<file path="config.mk">
export PLATFORM = sky130hd
export DESIGN_NAME = spi_irq_unit
export DESIGN_NICKNAME = d
export VERILOG_FILES = /design/src/rtl/spi_irq_pkg.sv /design/src/rtl/spi_irq_tout.sv /design/src/rtl/spi_irq_ovr.sv /design/src/rtl/spi_irq_regs.sv /design/src/rtl/spi_irq_unit.sv
export SDC_FILE = /design/constraint.sdc
export NUM_CORES = 1
export LEC_CHECK = 0
export BUFFER_PORTS_ARGS = -buffer_cell sky130_fd_sc_hd__buf_4
export CAP_MARGIN = 20
export CORE_MARGIN = 4
export CORE_UTILIZATION = 42
export DETAILED_ROUTE_END_ITERATION = 16
export GPL_ROUTABILITY_DRIVEN = 0
export PLACE_DENSITY = 0.71
export RECOVER_POWER = 100
export SLEW_MARGIN = 10
export SYNTH_ARGS = -nofsm -noshare
export SYNTH_HDL_FRONTEND = slang
export SYNTH_HIERARCHICAL = 1
export SYNTH_SLANG_ARGS = --single-unit
</file>
<file path="constraint.sdc">
create_clock -name clk -period 1.3 [get_ports clk]
set_input_delay 0.065 -clock clk [delete_from_list [all_inputs] [get_ports clk]]
set_output_delay 0.065 -clock clk [all_outputs]
set_load 0.05 [all_outputs]
</file>
<file path="src/rtl/spi_irq_pkg.sv">
package spi_irq_pkg;
  typedef enum logic [1:0] {
    ADR_EN  = 2'd0,
    ADR_RAW = 2'd1,
    ADR_MSK = 2'd2,
    ADR_CLR = 2'd3
  } reg_adr_e;

  localparam int B_OVR  = 0;
  localparam int B_TOUT = 1;
  localparam int B_RXH  = 2;
  localparam int B_TXH  = 3;
  localparam int NSRC   = 4;
  localparam int DW     = 8;
endpackage

</file>
<file path="src/rtl/spi_irq_tout.sv">
module spi_irq_tout #(
  parameter int TOUT_BITS = 32
) (
  input  logic clk,
  input  logic rst,
  input  logic rx_empty,
  input  logic frame_rcvd,
  input  logic fifo_rd,
  input  logic bit_tick,
  input  logic clr_req,
  output logic tout
);
  localparam int CW = $clog2(TOUT_BITS + 1);
  localparam logic [CW-1:0] LIMIT = CW'(TOUT_BITS);
  localparam logic [CW-1:0] LAST  = CW'(TOUT_BITS - 1);

  logic [CW-1:0] cnt;
  logic          quiet;

  assign quiet = !rx_empty && !frame_rcvd && !fifo_rd;

  always_ff @(posedge clk) begin
    if (rst) begin
      cnt <= '0;
    end else if (!quiet) begin
      cnt <= '0;
    end else if (bit_tick && cnt != LIMIT) begin
      cnt <= cnt + 1'b1;
    end
  end

  always_ff @(posedge clk) begin
    if (rst) begin
      tout <= 1'b0;
    end else if (frame_rcvd) begin
      tout <= 1'b0;
    end else if (clr_req && rx_empty) begin
      tout <= 1'b0;
    end else if (quiet && bit_tick && cnt == LAST) begin
      tout <= 1'b1;
    end
  end

  // the quiet-time counter never runs past its limit
  a_r3_cnt_bound: assert property (@(posedge clk) disable iff (rst)
    cnt <= LIMIT);
  // any read restarts the count
  a_r3_read_restarts: assert property (@(posedge clk) disable iff (rst)
    fifo_rd |=> cnt == '0);
  // an arriving frame drops the time-out
  a_r5_frame_drops: assert property (@(posedge clk) disable iff (rst)
    frame_rcvd |=> !tout);
endmodule

</file>
<file path="src/rtl/spi_irq_ovr.sv">
module spi_irq_ovr (
  input  logic clk,
  input  logic rst,
  input  logic rx_full,
  input  logic frame_rcvd,
  input  logic clr_req,
  output logic ovr
);
  always_ff @(posedge clk) begin
    if (rst) begin
      ovr <= 1'b0;
    end else if (frame_rcvd && rx_full) begin
      ovr <= 1'b1;
    end else if (clr_req) begin
      ovr <= 1'b0;
    end
  end

  // a frame into a full FIFO always records an overrun
  a_r4_ovr_sets: assert property (@(posedge clk) disable iff (rst)
    frame_rcvd && rx_full |=> ovr);
  // the flag holds until a clear arrives
  a_r4_ovr_sticky: assert property (@(posedge clk) disable iff (rst)
    ovr && !clr_req |=> ovr);
endmodule

</file>
<file path="src/rtl/spi_irq_regs.sv">
module spi_irq_regs
  import spi_irq_pkg::*;
(
  input  logic            clk,
  input  logic            rst,
  input  logic            reg_wr,
  input  logic [1:0]      reg_addr,
  input  logic [DW-1:0]   reg_wdata,
  input  logic [NSRC-1:0] raw,
  output logic [DW-1:0]   reg_rdata,
  output logic            irq
);
  logic [NSRC-1:0] en;
  logic [NSRC-1:0] masked;
  logic [DW-1:0]   rd_mux;
  reg_adr_e        adr;

  assign adr = reg_adr_e'(reg_addr);

  for (genvar i = 0; i < NSRC; i++) begin : g_mask
    assign masked[i] = raw[i] & en[i];
  end

  always_ff @(posedge clk) begin
    if (rst) begin
      en <= '0;
    end else if (reg_wr && adr == ADR_EN) begin
      en <= reg_wdata[NSRC-1:0];
    end
  end

  always_comb begin
    rd_mux = '0;
    case (adr)
      ADR_EN:  rd_mux[NSRC-1:0] = en;
      ADR_RAW: rd_mux[NSRC-1:0] = raw;
      ADR_MSK: rd_mux[NSRC-1:0] = masked;
      default: rd_mux = '0;
    endcase
  end

  always_ff @(posedge clk) begin
    if (rst) begin
      reg_rdata <= '0;
      irq       <= 1'b0;
    end else begin
      reg_rdata <= rd_mux;
      irq       <= |masked;
    end
  end

  // no request without a source that was enabled a cycle earlier
  a_r8_irq_needs_enable: assert property (@(posedge clk) disable iff (rst)
    irq |-> $past(en) != '0);
  // upper read bits stay clear
  a_r9_rsvd_zero: assert property (@(posedge clk) disable iff (rst)
    reg_rdata[DW-1:NSRC] == '0);
  // enables move only on a write to their own address
  a_r2_en_stable: assert property (@(posedge clk) disable iff (rst)
    !(reg_wr && adr == ADR_EN) |=> $stable(en));
endmodule

</file>
<file path="src/rtl/spi_irq_unit.sv">
module spi_irq_unit
  import spi_irq_pkg::*;
#(
  parameter int DEPTH     = 8,
  parameter int TOUT_BITS = 32,
  parameter int LVL_W     = $clog2(DEPTH + 1)
) (
  input  logic             clk,
  input  logic             rst,
  input  logic [LVL_W-1:0] rx_level,
  input  logic [LVL_W-1:0] tx_level,
  input  logic             frame_rcvd,
  input  logic             fifo_rd,
  input  logic             bit_tick,
  input  logic             reg_wr,
  input  logic [1:0]       reg_addr,
  input  logic [7:0]       reg_wdata,
  output logic [7:0]       reg_rdata,
  output logic             irq
);
  localparam logic [LVL_W-1:0] HALF = LVL_W'(DEPTH / 2);
  localparam logic [LVL_W-1:0] FULL = LVL_W'(DEPTH);

  logic            rx_empty, rx_full;
  logic            clr_wr;
  logic [NSRC-1:0] raw;

  assign rx_empty = (rx_level == '0);
  assign rx_full  = (rx_level == FULL);
  assign clr_wr   = reg_wr && (reg_addr == ADR_CLR);

  assign raw[B_RXH] = (rx_level >= HALF);
  assign raw[B_TXH] = (tx_level <= FULL - HALF);

  spi_irq_ovr u_ovr (
    .clk        (clk),
    .rst        (rst),
    .rx_full    (rx_full),
    .frame_rcvd (frame_rcvd),
    .clr_req    (clr_wr && reg_wdata[B_OVR]),
    .ovr        (raw[B_OVR])
  );

  spi_irq_tout #(.TOUT_BITS(TOUT_BITS)) u_tout (
    .clk        (clk),
    .rst        (rst),
    .rx_empty   (rx_empty),
    .frame_rcvd (frame_rcvd),
    .fifo_rd    (fifo_rd),
    .bit_tick   (bit_tick),
    .clr_req    (clr_wr && reg_wdata[B_TOUT]),
    .tout       (raw[B_TOUT])
  );

  spi_irq_regs u_regs (
    .clk       (clk),
    .rst       (rst),
    .reg_wr    (reg_wr),
    .reg_addr  (reg_addr),
    .reg_wdata (reg_wdata),
    .raw       (raw),
    .reg_rdata (reg_rdata),
    .irq       (irq)
  );

  // a pending time-out survives a clear write while data waits
  a_r5_clr_needs_empty: assert property (@(posedge clk) disable iff (rst)
    raw[B_TOUT] && !rx_empty && !frame_rcvd |=> raw[B_TOUT]);
endmodule

</file>
## Yosys cells after proc, flatten, opt, wreduce, memory -nomap -nowiden

Cells that the tools add are included.

| storage, ports and cells | value |
|---|---|
| register bits after elaboration | 21 |
| output and inout bits | 9 |

| operators by class | value |
|---|---|
| add/sub/neg operators | 1 |
| $lt $le $gt $ge | 2 |
| equal/unequal tests | 6 |
| mux-type cells | 3 |
| bitwise logic cells | 5 |
| reductions and logical operators | 20 |

Operators with widths:

| operator | number |
|---|---|
| $pmux 4 s3 | 1 |
| $logic_and 1x1->1 | 11 |
| $add 6x1->6 const B | 1 |
| $eq 6x5->1 const B | 1 |
| $ne 6x6->1 const B | 1 |
| $and 1x1->1 | 4 |
| $eq 2x2->1 const B | 2 |
| $eq 4x4->1 const B | 1 |
| $ge 4x3->1 const B | 1 |
| $le 4x3->1 const B | 1 |
| $logic_not 4->1 | 1 |
| $reduce_or 4->1 | 1 |
| $logic_not 1->1 | 3 |
| $reduce_or 3->1 | 1 |
| $eq 2x1->1 const B | 1 |
| $logic_not 2->1 | 1 |
| $mux 1 | 2 |
| $reduce_bool 2->1 | 1 |
| $reduce_or 2->1 | 1 |
| $not 1->1 | 1 |

## Logic depth before layout (Yosys ltp)

Gate-level depths: netlist of the first run.

| logic depth | value |
|---|---|
| depth after elaboration | 6 |
| depth in mapped cells | 6 |
| depth with buffers taken out | 5 |

## Modules after synthesis

The synthesis of the first run kept the hierarchy.

Modules (own cells, without submodules):

| module | instances | cells each | area each (um^2) | sequential area each (um^2) |
|---|---|---|---|---|
| spi_irq_regs | 1 | 44 | 414.1 | 180.2 |
| spi_irq_tout | 1 | 40 | 351.6 | 140.1 |
| spi_irq_unit | 1 | 7 | 56.3 | 0.0 |
| spi_irq_ovr | 1 | 4 | 38.8 | 20.0 |

## Least setup slack after synthesis of the first run

OpenSTA, ideal clock, no wires.

| path | value |
|---|---|
| kind | register to register |
| from | register u_tout.cnt[0] |
| to | register u_tout.cnt[0] |
| setup time | 123 ps |
| data arrival time | 1292 ps |
| required time | 1177 ps |
| slack | -115 ps |
| cell stages (with the launch flop) | 6 |
| buffers on the path | 0 |
| clock period less this slack | 1415 ps |
| cell sequence | dfxtp_1 -> inv_1 -> ha_1 -> and4bb_1 -> a21boi_1 -> mux2_1 |

| between the ends | value |
|---|---|
| cells in the longest elaborated chain, start to end | 2 |
| elaborated cells between the ends (all ways) | 3 |
| those cells by class | 1 x add/sub; 1 x eq/ne; 1 x reduce/logical |

RTL lines:

| item | RTL line | source |
|---|---|---|
| start: declaration | spi_irq_tout.sv:17 | `logic [CW-1:0] cnt;` |
| start signal: assignment | spi_irq_tout.sv:28 | `cnt <= cnt + 1'b1;` |
| branches (longest 2 deep; another with $add 6x1->6) | - |  |

Parallel ways; which one is timed is not known.
A chain may end at the register's enable or synchronous reset.

## Worst setup path after layout of the first run

| path | value |
|---|---|
| from | register u_tout.cnt[0] |
| to | register u_tout.cnt[1] |

The elaborated chain is that of the path after synthesis.

==> results of run 1 <==
[per-stage QoR]
stage / total power, mW / utilization, % / setup slack, ps / TNS [ps]
after floorplan: 0.644 / - / -4.07 / -8.14
after global placement: 0.705 / 55.0 / -46.0 / -91.4
after detailed placement: 0.708 / 55.0 / -88.3 / -209
after CTS: 1.00 / 58.0 / -90.4 / -233
after global routing: 1.03 / 58.6 / -158 / -561
final: 0.980 / 58.6 / -106 / -261
[cells in the mapped netlist (3+ instances only)]
master | number | area [sq um]
dfxtp_1 | 17 | 340
nor2_1 | 11 | 41.3
nand2_1 | 8 | 30.0
a21oi_1 | 7 | 35.0
buf_4 | 4 | 30.0
inv_1 | 4 | 15.0
mux2i_1 | 4 | 40.0
nand3b_1 | 4 | 30.0
or2b_1 | 4 | 30.0
and4_1 | 3 | 26.3
[worst max path at each step]
stage | depth (start not counted) | slack [ps] | to
4_1_cts | 5 | -90 | u_tout/cnt[0]
3_3_place_gp | 5 | -50 | u_tout/cnt[0]
5_1_grt | 5 | -160 | u_tout/cnt[1]
3_5_place_dp | 5 | -90 | u_tout/cnt[0]
6_report | 5 | -110 | u_tout/cnt[1]
2_1_floorplan | 5 | -4 | u_tout/cnt[0]
[metal layers]
| layer | up-vias | global-route usage (%) |
|---|---|---|
| met5 | - | 0 |
| met4 | 0 | 8.09 |
| met3 | 4 | 3.66 |
| met2 | 24 | 25.5 |
| met1 | 358 | 13.5 |
| li1 | 390 | - |
[repair_timing]
| action | CTS | global route |
|---|---|---|
| pin swaps | 2 | 4 |
| hold buffers | 1 | 0 |
| endpoints found under the setup margin | 4 | 5 |
| endpoints found under the hold margin | 1 | 0 |
| resized for setup | 0 | 4 |
| setup buffers | 3 | 1 |
[logic make-up (layout without fill, tap and decap cells)]
kind of cell,count (synthesis),count (layout),share of synthesized area (%)
XOR/XNOR,2,2,2.04
AO/OA/AOI/OAI,15,15,11.0
multiplexers,6,6,7.27
other,1,4,0.436
AND/OR/NAND/NOR,42,42,30.5
adder cells (fa/ha/maj),2,2,2.91
flip-flops,17,17,39.5
buffers and inverters,10,40,6.25
[worst max-delay path, delay by kind of cell (launching register included)]
family,cells,cell delay (ps)
buf+inv,1,50
fa+ha+maj,1,150
compound gates,1,210
simple gates,1,210
mux,1,320
flops,1,360
[layout make-up]
type | instances | share of cell area (%)
repair buffers | 32 | 19.4
clock buffers | 4 | 2.29
inverters | 4 | 1.31
well taps | 27 | 2.94
flip-flops and latches | 17 | 29.8
multi-input cells | 71 | 44.3
[registers in the layout, indices dropped and copies added, names as in the netlist]
register / cells
u_tout/cnt: 6
u_regs/irq: 1
u_tout/tout: 1
u_regs/en: 4
u_regs/reg_rdata: 4
u_ovr/ovr: 1
[power groups by stage]
stage,registers [mW],logic [mW],clock network [mW]
global route,0.537,0.177,0.316
CTS,0.536,0.164,0.300
global placement,0.548,0.157,0
finish,0.536,0.164,0.280
floorplan,0.559,0.0846,0
detailed placement,0.548,0.159,0
==> summary.md, run 1 <==
| Metric | Value |
|---|---|
| Worst Hold Class | in -> reg |
| Max-cap violations | 0 |
| Ys Warns | 6 |
| H-tree depth | 1 |
| First-pass GRT wire length | 2860 microns |
| Final min period | 1410 ps |
| Routed wl met3 | 156 microns |
| Metal2 WL | 1020 microns |
| Metal-1 WL | 741 microns |
| Worst-path clk slew | 90 ps |
| Vias per cell | 5.01 |
| Switching pwr | 0.257 mW |
| Top_reg_cell synth | dfxtp_1 |
| Power per cell area | 852 nW/um^2 |
| Async S/R FF share, synth | 0% |
| Switch share | 26.2% |
| Die footprint | 2840 sq um |
| Critical path cell sequence | inv_2, ha_4, and4bb_1, a21boi_2, mux2_4 |
| Sink Count | 17 |
| Most common cell after layout, fill and taps aside | buf_4 |
| Register area share after synthesis | 39.5% |
| Combinational share of power | 16.8% |
| Antenna-violating nets left | 0 |
| Cell Area, Synth | 861 sq um |
| Initial detailed-routing violation count | 7 |
| Slowest stage delay, CP | 360 ps |
| Status | finished with violations |
| Initial Util | 43.9% |
| # fillers | 191 |
| Slew Limit Headroom | 60.5% |
| Internal Power | 0.723 mW |
| Via count | 776 |
| Worst EP arrival | 1580 ps |
| Fin crit share | 108% |
| Multi-input gate area | 509 sq um |
| Sequential Power Share | 54.7% |
| CP Max Fanout | 3 |
| Unrepaired setup endpoints after global routing | true |
| CP Capture Type | flip-flop |
| Non-Filler Instances | 155 |
| Post-DP Area | 1080 sq um |
| Distinct cells, synth | 35 |
| Yosys reg bits | 17 |
| Wire per inst | 12.5 microns |
| TritonCTS buffer count | 3 |
| Post-Syn Instances | 95 |
| Worst vdd ir | 409 uV |
| Die X | 53.3 microns |
| Max Clock Freq | 0.711 GHz |
| Hold worst-path end | u_regs/en[2] |
| Diodes inserted | 0 |
| Final WS setup | -106 ps |
| Antenna violations before repair | 0 |
| Number of flops mapped to enable cells by yosys | 0 |
| DRC viols | 0 |
| Worst Tran Pin Value | 595 ps |
| Area delta synth->final | 33.6% |
| R2R cell count | 5 |
| Worst Clk Skew | 3.08 ps |
| Crit path from | u_tout/cnt[0] |
| Leak pwr | 0.457 nW |
| Finish-stage setup viols | 3 |
| Critical path type | reg -> reg |
| Syn Area/Cell | 9.06 sq um |
| Worst R2R End | u_tout/cnt[1] |
| Hold_sp | reg_wdata[2] |
| Post-Route WL | 1950 microns |
| Clk Latency, worst-skew pair | 280 ps |
| CTS tree | built |
| Most frequent cells in the layout | buf_4, dfxtp_1, nor2_1 |
| Startpoint type of the worst setup path | flip-flop |
| Final Hold Vio Count | 0 |
| Highest Signal Layer | met4 |
| Setup slack, reg-to-reg | -110 ps |
| Largest net degree at the start of global routing | 13 |
| Final slew viol count | 0 |
| Fin area | 1150 sq um |
| Number of global-route vias before repair | 727 |
| Register area | 343 sq um |
| Final layout net count | 155 |
| Gr ovfl total | 0 |
| Worst EP required | 1480 ps |
| Share of post-route cells with drive strength above 1 | 33.6% |
| CTS max path bufs | 2 |
| Clock root cell | clkbuf_4 |
| Io pins | 33 |
| Gr usage total | 13.8% |
| Hold Crit Depth | 3 |
| Die height | 53.3 microns |
| Final hold slack | 17.8 ps |
| Post-DP HPWL | 1380 microns |
| DRT Pass-1 Iters | 3 |
| Core Box Area | 1960 sq um |
| Clk pwr share | 28.5% |
| Placed cells | 146 |
| Violated checks | setup timing |
| Reg2Reg Launch Point | u_tout/cnt[0] |
| Port bufs | 24 |
| Row cnt | 16 |
| CP max stage cell | dfxtp_2 |
Power figures use the tool's default switching activity.
==> run 2: changes to the inputs <==
CORE_UTILIZATION = 45   (was 42)
CTS_BUF_LIST = sky130_fd_sc_hd__clkbuf_4   (was not set)
PLACE_DENSITY = 0.75   (was 0.71)
==> run 2 against run 1 <==
Against the previous run:
- the flow still finishes with violations (setup timing)
- final area fell by 1.6%
- first-iteration DRC count up 43%
- sequential power is essentially flat
==> summary.md, run 2 (synthesis results as in run 1) <==
| Metric | Value |
|---|---|
| Post-Route WL | 1760 microns (was 1950 microns) |
| Share of post-route cells with drive strength above 1 | 33.3% (was 33.6%) |
| Antenna-violating nets left | 0 (unchanged) |
| CP Max Fanout | 3 (unchanged) |
| Setup TNS | -231 ps (was -261 ps) |
| Startpoint type of the worst setup path | flip-flop (unchanged) |
| Multi-input gate area | 503 sq um (was 509 sq um) |
| Unrepaired setup endpoints after global routing | true (unchanged) |
| Max FFs per register | 6 (unchanged) |
| Post-DP HPWL | 1360 microns (was 1380 microns) |
| Core Box Area | 1760 sq um (was 1960 sq um) |
| Slew Limit Headroom | 60.6% (was 60.5%) |
| Io pins | 33 (unchanged) |
| Initial detailed-routing violation count | 10 (was 7) |
| Fin crit share | 109% (was 108%) |
| Worst Clk Skew | 5.59 ps (was 3.08 ps) |
| Worst Tran Pin Value | 593 ps (was 595 ps) |
| Area delta synth->final | 31.4% (was 33.6%) |
| Antenna violations before repair | 0 (unchanged) |
| H-tree depth | 1 (unchanged) |
| Final Hold Vio Count | 0 (unchanged) |
| Sequential Power Share | 53.4% (was 54.7%) |
| Violated checks | setup timing (unchanged) |
| Power per cell area | 888 nW/um^2 (was 852 nW/um^2) |
| Worst-path clk slew | 100 ps (was 90 ps) |
| Switching pwr | 0.261 mW (was 0.257 mW) |
| CTS tree | built (unchanged) |
| Top reg by flops | u_tout/cnt (unchanged) |
| Critical path type | reg -> reg (unchanged) |
| Most common cell after layout, fill and taps aside | buf_4 (unchanged) |
| Switch share | 26.0% (was 26.2%) |
| Final layout net count | 153 (was 155) |
| Sink Count | 17 (unchanged) |
| Post-DP Area | 1080 sq um (about the same) |
| Clk pwr share | 30.5% (was 28.5%) |
| Leak pwr | 0.451 nW (was 0.457 nW) |
| Gr usage total | 15.1% (was 13.8%) |
| DRT Pass-1 Iters | 2 (was 3) |
| Status | finished with violations (unchanged) |
| CTS max path bufs | 2 (unchanged) |
| Combinational share of power | 16.1% (was 16.8%) |
| Die height | 51.7 microns (was 53.3 microns) |
| Max Clock Freq | 0.708 GHz (was 0.711 GHz) |
| Wire per inst | 11.7 microns (was 12.5 microns) |
| Register area | 343 sq um (unchanged) |
| Clock root cell | clkbuf_4 (unchanged) |
| Number of global-route vias before repair | 690 (was 727) |
| Most frequent cells in the layout | buf_4, dfxtp_1, nor2_1 (unchanged) |
| Max-cap violations | 0 (unchanged) |
| Diodes inserted | 0 (unchanged) |
| Clk Latency, worst-skew pair | 290 ps (was 280 ps) |
| Worst vdd ir | 588 uV (was 409 uV) |
| TritonCTS buffer count | 3 (unchanged) |
| Final WS setup | -112 ps (was -106 ps) |
| Internal Power | 0.744 mW (was 0.723 mW) |
| Fin area | 1130 sq um (was 1150 sq um) |
| Die X | 51.7 microns (was 53.3 microns) |
| Initial Util | 48.8% (was 43.9%) |
| Largest regs | u_tout/cnt (6), u_regs/en (4), u_regs/reg_rdata (4) (unchanged) |
| Final slew viol count | 0 (unchanged) |
| Vias per cell | 4.95 (was 5.01) |
| CP Capture Type | flip-flop (unchanged) |
| Port bufs | 24 (unchanged) |
| Worst EP required | 1490 ps (was 1480 ps) |
| Row cnt | 15 (was 16) |
| Worst Hold Class | in -> reg (unchanged) |
| Finish-stage setup viols | 3 (unchanged) |
| Die footprint | 2680 sq um (was 2840 sq um) |
| Largest net degree at the start of global routing | 13 (unchanged) |
| Final min period | 1410 ps (about the same) |
| Via count | 747 (was 776) |
| Gr ovfl total | 0 (unchanged) |
| First-pass GRT wire length | 2930 microns (was 2860 microns) |
| # fillers | 170 (was 191) |
| DRC viols | 0 (unchanged) |
| Worst EP arrival | 1600 ps (was 1580 ps) |
## run 2: what timing repair did
| item | 4_1_cts | 5_1_grt |
|---|---|---|
| hold buffers | 1 | 0 |
| hold endpoints to repair | 1 | 0 |
| setup buffers | 1 | 1 |
| resized for setup | 0 | 4 |
| pin swaps | 1 | 4 |
| setup endpoints to repair | 4 | 4 |
## run 2: final timing paths
kind / from / depth (start not counted) / slack (ps) / to
worst max-delay path: u_tout/cnt[0] / 5 / -110 / u_tout/cnt[1]
worst min-delay path: reg_wdata[2] / 3 / 10 / u_regs/en[2]
worst max register to register: u_tout/cnt[0] / 5 / -110 / u_tout/cnt[1]
worst min register to register: u_tout/cnt[2] / 2 / 510 / u_tout/cnt[2]
## run 2: layer usage
layer / track usage, % / wire, microns / vias up / share of wire (%)
met3: 3.72 / 90 / 2 / 5.1
li1: - / - / 389 / -
met2: 23.9 / 824 / 14 / 47
met4: 9.17 / 17 / 0 / 0.96
met1: 18.1 / 831 / 342 / 47
met5: 0 / 0 / - / 0
## run 2: power groups by stage
stage                     logic (mW)  clock network [mW]  registers (mW)
final                          0.162               0.307           0.536
after global routing           0.176               0.346           0.537
after floorplan               0.0846                   0           0.559
after detailed placement       0.158                   0           0.548
after global placement         0.156                   0           0.548
after CTS                      0.163               0.322           0.536
## run 2: per-stage QoR
stage	hold slack, ps	std cells	setup WS [ps]	util, %	total power, mW
after global routing	18.2	151	-171	64.1	1.06
final	13.2	151	-112	64.1	1.00
after CTS	2.87	150	-94.1	63.7	1.02
after floorplan	127	98	-4.07	-	0.644
after detailed placement	263	144	-90.4	61.0	0.707
after global placement	261	144	-48.2	61.0	0.704
## run 2: cell type report
class                           count  area share [%]
Multi-Input combinational cell     71            44.5
Sequential cell                    17            30.3
Timing Repair Buffer               30            18.5
Tap cell                           25            2.77
Clock buffer                        4            2.65
Inverter                            4            1.33
## run 2: critical path, cell delays in order, from the launching register on
cell and delay [ps]:
dfxtp_2 370, inv_2 60, ha_4 150, and4bb_1 210, a21boi_2 210, mux2_4 320
==> run 3: changes to the inputs <==
--- a/constraint.sdc
+++ b/constraint.sdc
@@ -3,2 +3,2 @@
 set_output_delay 0.065 -clock clk [all_outputs]
-set_load 0.05 [all_outputs]
+set_load 0.02 [all_outputs]
==> run 3 against run 2 <==
Against the previous run:
- the flow still finishes with violations (setup timing)
- count of clock-buffer cells in the layout unchanged
- power decreased by 2.3%
- critical path depth unchanged
- cell count unchanged
==> summary.md, run 3 (synthesis results as in run 1) <==
| Metric | Value |
|---|---|
| Antenna violations before repair | 0 (unchanged) |
| CP max stage cell | dfxtp_2 (unchanged) |
| Wire per inst | 11.7 microns (about the same) |
| # fillers | 173 (was 170) |
| Hold Crit Depth | 3 (unchanged) |
| Gr usage total | 15.1% (unchanged) |
| Sink Count | 17 (unchanged) |
| Antenna-violating nets left | 0 (unchanged) |
| Violated checks | setup timing (unchanged) |
| Area delta synth->final | 31.0% (was 31.4%) |
| Initial Util | 48.8% (unchanged) |
| Largest regs | u_tout/cnt (6), u_regs/en (4), u_regs/reg_rdata (4) (unchanged) |
| CTS max path bufs | 2 (unchanged) |
| Placed cells | 144 (unchanged) |
| Share of post-route cells with drive strength above 1 | 31.0% (was 33.3%) |
| Final Hold Vio Count | 0 (unchanged) |
| First-pass GRT wire length | 2930 microns (unchanged) |
| Vias per cell | 4.95 (unchanged) |
| Max FFs per register | 6 (unchanged) |
| Final core utilization | 63.9% (was 64.1%) |
| Gr ovfl total | 0 (unchanged) |
| DRC viols | 0 (unchanged) |
| Leak pwr | 0.441 nW (was 0.451 nW) |
| Power per cell area | 870 nW/um^2 (was 888 nW/um^2) |
| CP Capture Type | flip-flop (unchanged) |
| Slowest stage delay, CP | 370 ps (about the same) |
| Startpoint type of the worst setup path | flip-flop (unchanged) |
| Total power | 0.981 mW (was 1.00 mW) |
| Max-cap violations | 0 (unchanged) |
| Setup slack, reg-to-reg | -110 ps (about the same) |
| Non-Filler Instances | 151 (unchanged) |
| Post-Route WL | 1770 microns (was 1760 microns) |
| Buf/Inv on CP | 1 (unchanged) |
| Worst path top cell family by delay | flip-flops (unchanged) |
| Worst R2R End | u_tout/cnt[1] (unchanged) |
| Register area | 343 sq um (unchanged) |
| Worst Clk Skew | 5.59 ps (unchanged) |
| Worst Hold Class | in -> reg (unchanged) |
| Final layout net count | 153 (unchanged) |
| CTS tree | built (unchanged) |
| Port bufs | 24 (unchanged) |
| Number of global-route vias before repair | 690 (unchanged) |
| Die X | 51.7 microns (unchanged) |
| Initial detailed-routing violation count | 10 (unchanged) |
| Clock root cell | clkbuf_4 (unchanged) |
| Status | finished with violations (unchanged) |
| Worst EP arrival | 1600 ps (about the same) |
| TritonCTS buffer count | 3 (unchanged) |
| R2R cell count | 5 (unchanged) |
| Worst vdd ir | 582 uV (was 588 uV) |
| Worst-path clk slew | 100 ps (about the same) |
| Die footprint | 2680 sq um (unchanged) |
| Most frequent cells in the layout | buf_4, dfxtp_1, nor2_1 (unchanged) |
| Most common cell after layout, fill and taps aside | buf_4 (unchanged) |
| Multi-input gate area | 503 sq um (unchanged) |
| Core Box Area | 1760 sq um (unchanged) |
| Final WS setup | -112 ps (unchanged) |
| Finish-stage setup viols | 3 (unchanged) |
| Via count | 747 (unchanged) |
| DRT Pass-1 Iters | 2 (unchanged) |
| CP Max Fanout | 3 (unchanged) |
| Row cnt | 15 (unchanged) |
| Max Clock Freq | 0.708 GHz (unchanged) |
| Largest net degree at the start of global routing | 13 (unchanged) |
| Top reg by flops | u_tout/cnt (unchanged) |
| Final min period | 1410 ps (unchanged) |
| Fin crit share | 109% (unchanged) |
| Clk Latency, worst-skew pair | 290 ps (about the same) |
| Critical path type | reg -> reg (unchanged) |
| Unrepaired setup endpoints after global routing | true (unchanged) |
| Io pins | 33 (unchanged) |
| Reg2Reg Launch Point | u_tout/cnt[0] (unchanged) |
| H-tree depth | 1 (unchanged) |
| Die height | 51.7 microns (unchanged) |
| Hold worst-path end | u_regs/en[2] (unchanged) |
| Hold_sp | reg_wdata[2] (unchanged) |
| Diodes inserted | 0 (unchanged) |
| Post-DP HPWL | 1360 microns (unchanged) |
| Critical path cell sequence | inv_2, ha_4, and4bb_1, a21boi_2, mux2_4 (unchanged) |
| Final slew viol count | 0 (unchanged) |
| Worst EP required | 1490 ps (about the same) |
-- run 3: cell counts in the layout (fill, tap and decap cells not counted) --
No cell type changed its count.
-- run 3: final cells by class --
cell class	instances	share of cell area (%)
multi-input cells	71	44.6
flip-flops and latches	17	30.4
repair buffers	30	18.2
well taps	25	2.77
clock buffers	4	2.66
inverters	4	1.33
-- run 3: through the flow --
step	setup slack [ps]	cell area (sq um)	hold WS, ps	TNS (ps)
3_3_place_gp	-48.2	1080	261	-95.7
5_1_grt	-171	1130	18.2	-508
4_1_cts	-94.1	1120	2.87	-197
2_1_floorplan	-4.07	881	127	-8.14
6_report	-112	1130	13.2	-231
3_5_place_dp	-90.4	1080	263	-171
-- run 3: layer usage --
metal,share of wire (%),GRT usage [%],vias up
li1,-,-,389
met4,0.96,9.17,0
met5,0,0,-
met3,5.2,3.72,2
met1,47,18.1,342
met2,47,23.9,14
-- run 3: worst min-delay path: cells and delay by family --
family / cells / cell delay, ps
buf+inv: 1 / 80
mux: 1 / 50
simple gates: 1 / 70
-- run 3: how the worst max path moves through the flow --
stage                        from       endpoint  slack (ps)  cells after the start
floorplan           u_tout/cnt[0]  u_tout/cnt[0]          -4                      5
global placement    u_tout/cnt[0]  u_tout/cnt[1]         -50                      5
detailed placement  u_tout/cnt[0]  u_tout/cnt[1]         -90                      5
CTS                 u_tout/cnt[1]  u_tout/cnt[1]         -90                      5
global route        u_tout/cnt[0]    u_tout/tout        -170                      4
finish              u_tout/cnt[0]  u_tout/cnt[1]        -110                      5
-- run 3: timing repair --
item / in CTS / in global routing
gates resized for setup: 0 / 4
endpoints found under the setup margin: 4 / 4
buffers inserted: 1 / 1
pin swaps: 1 / 4
endpoints found under the hold margin: 1 / 0
hold buffers: 1 / 0
-- run 3: report_power, final --
part	leakage [nW]	internal, mW	switching (mW)
clock network	0.0184	0.140	0.167
registers	0.139	0.530	0.00614
logic	0.284	0.0730	0.0653
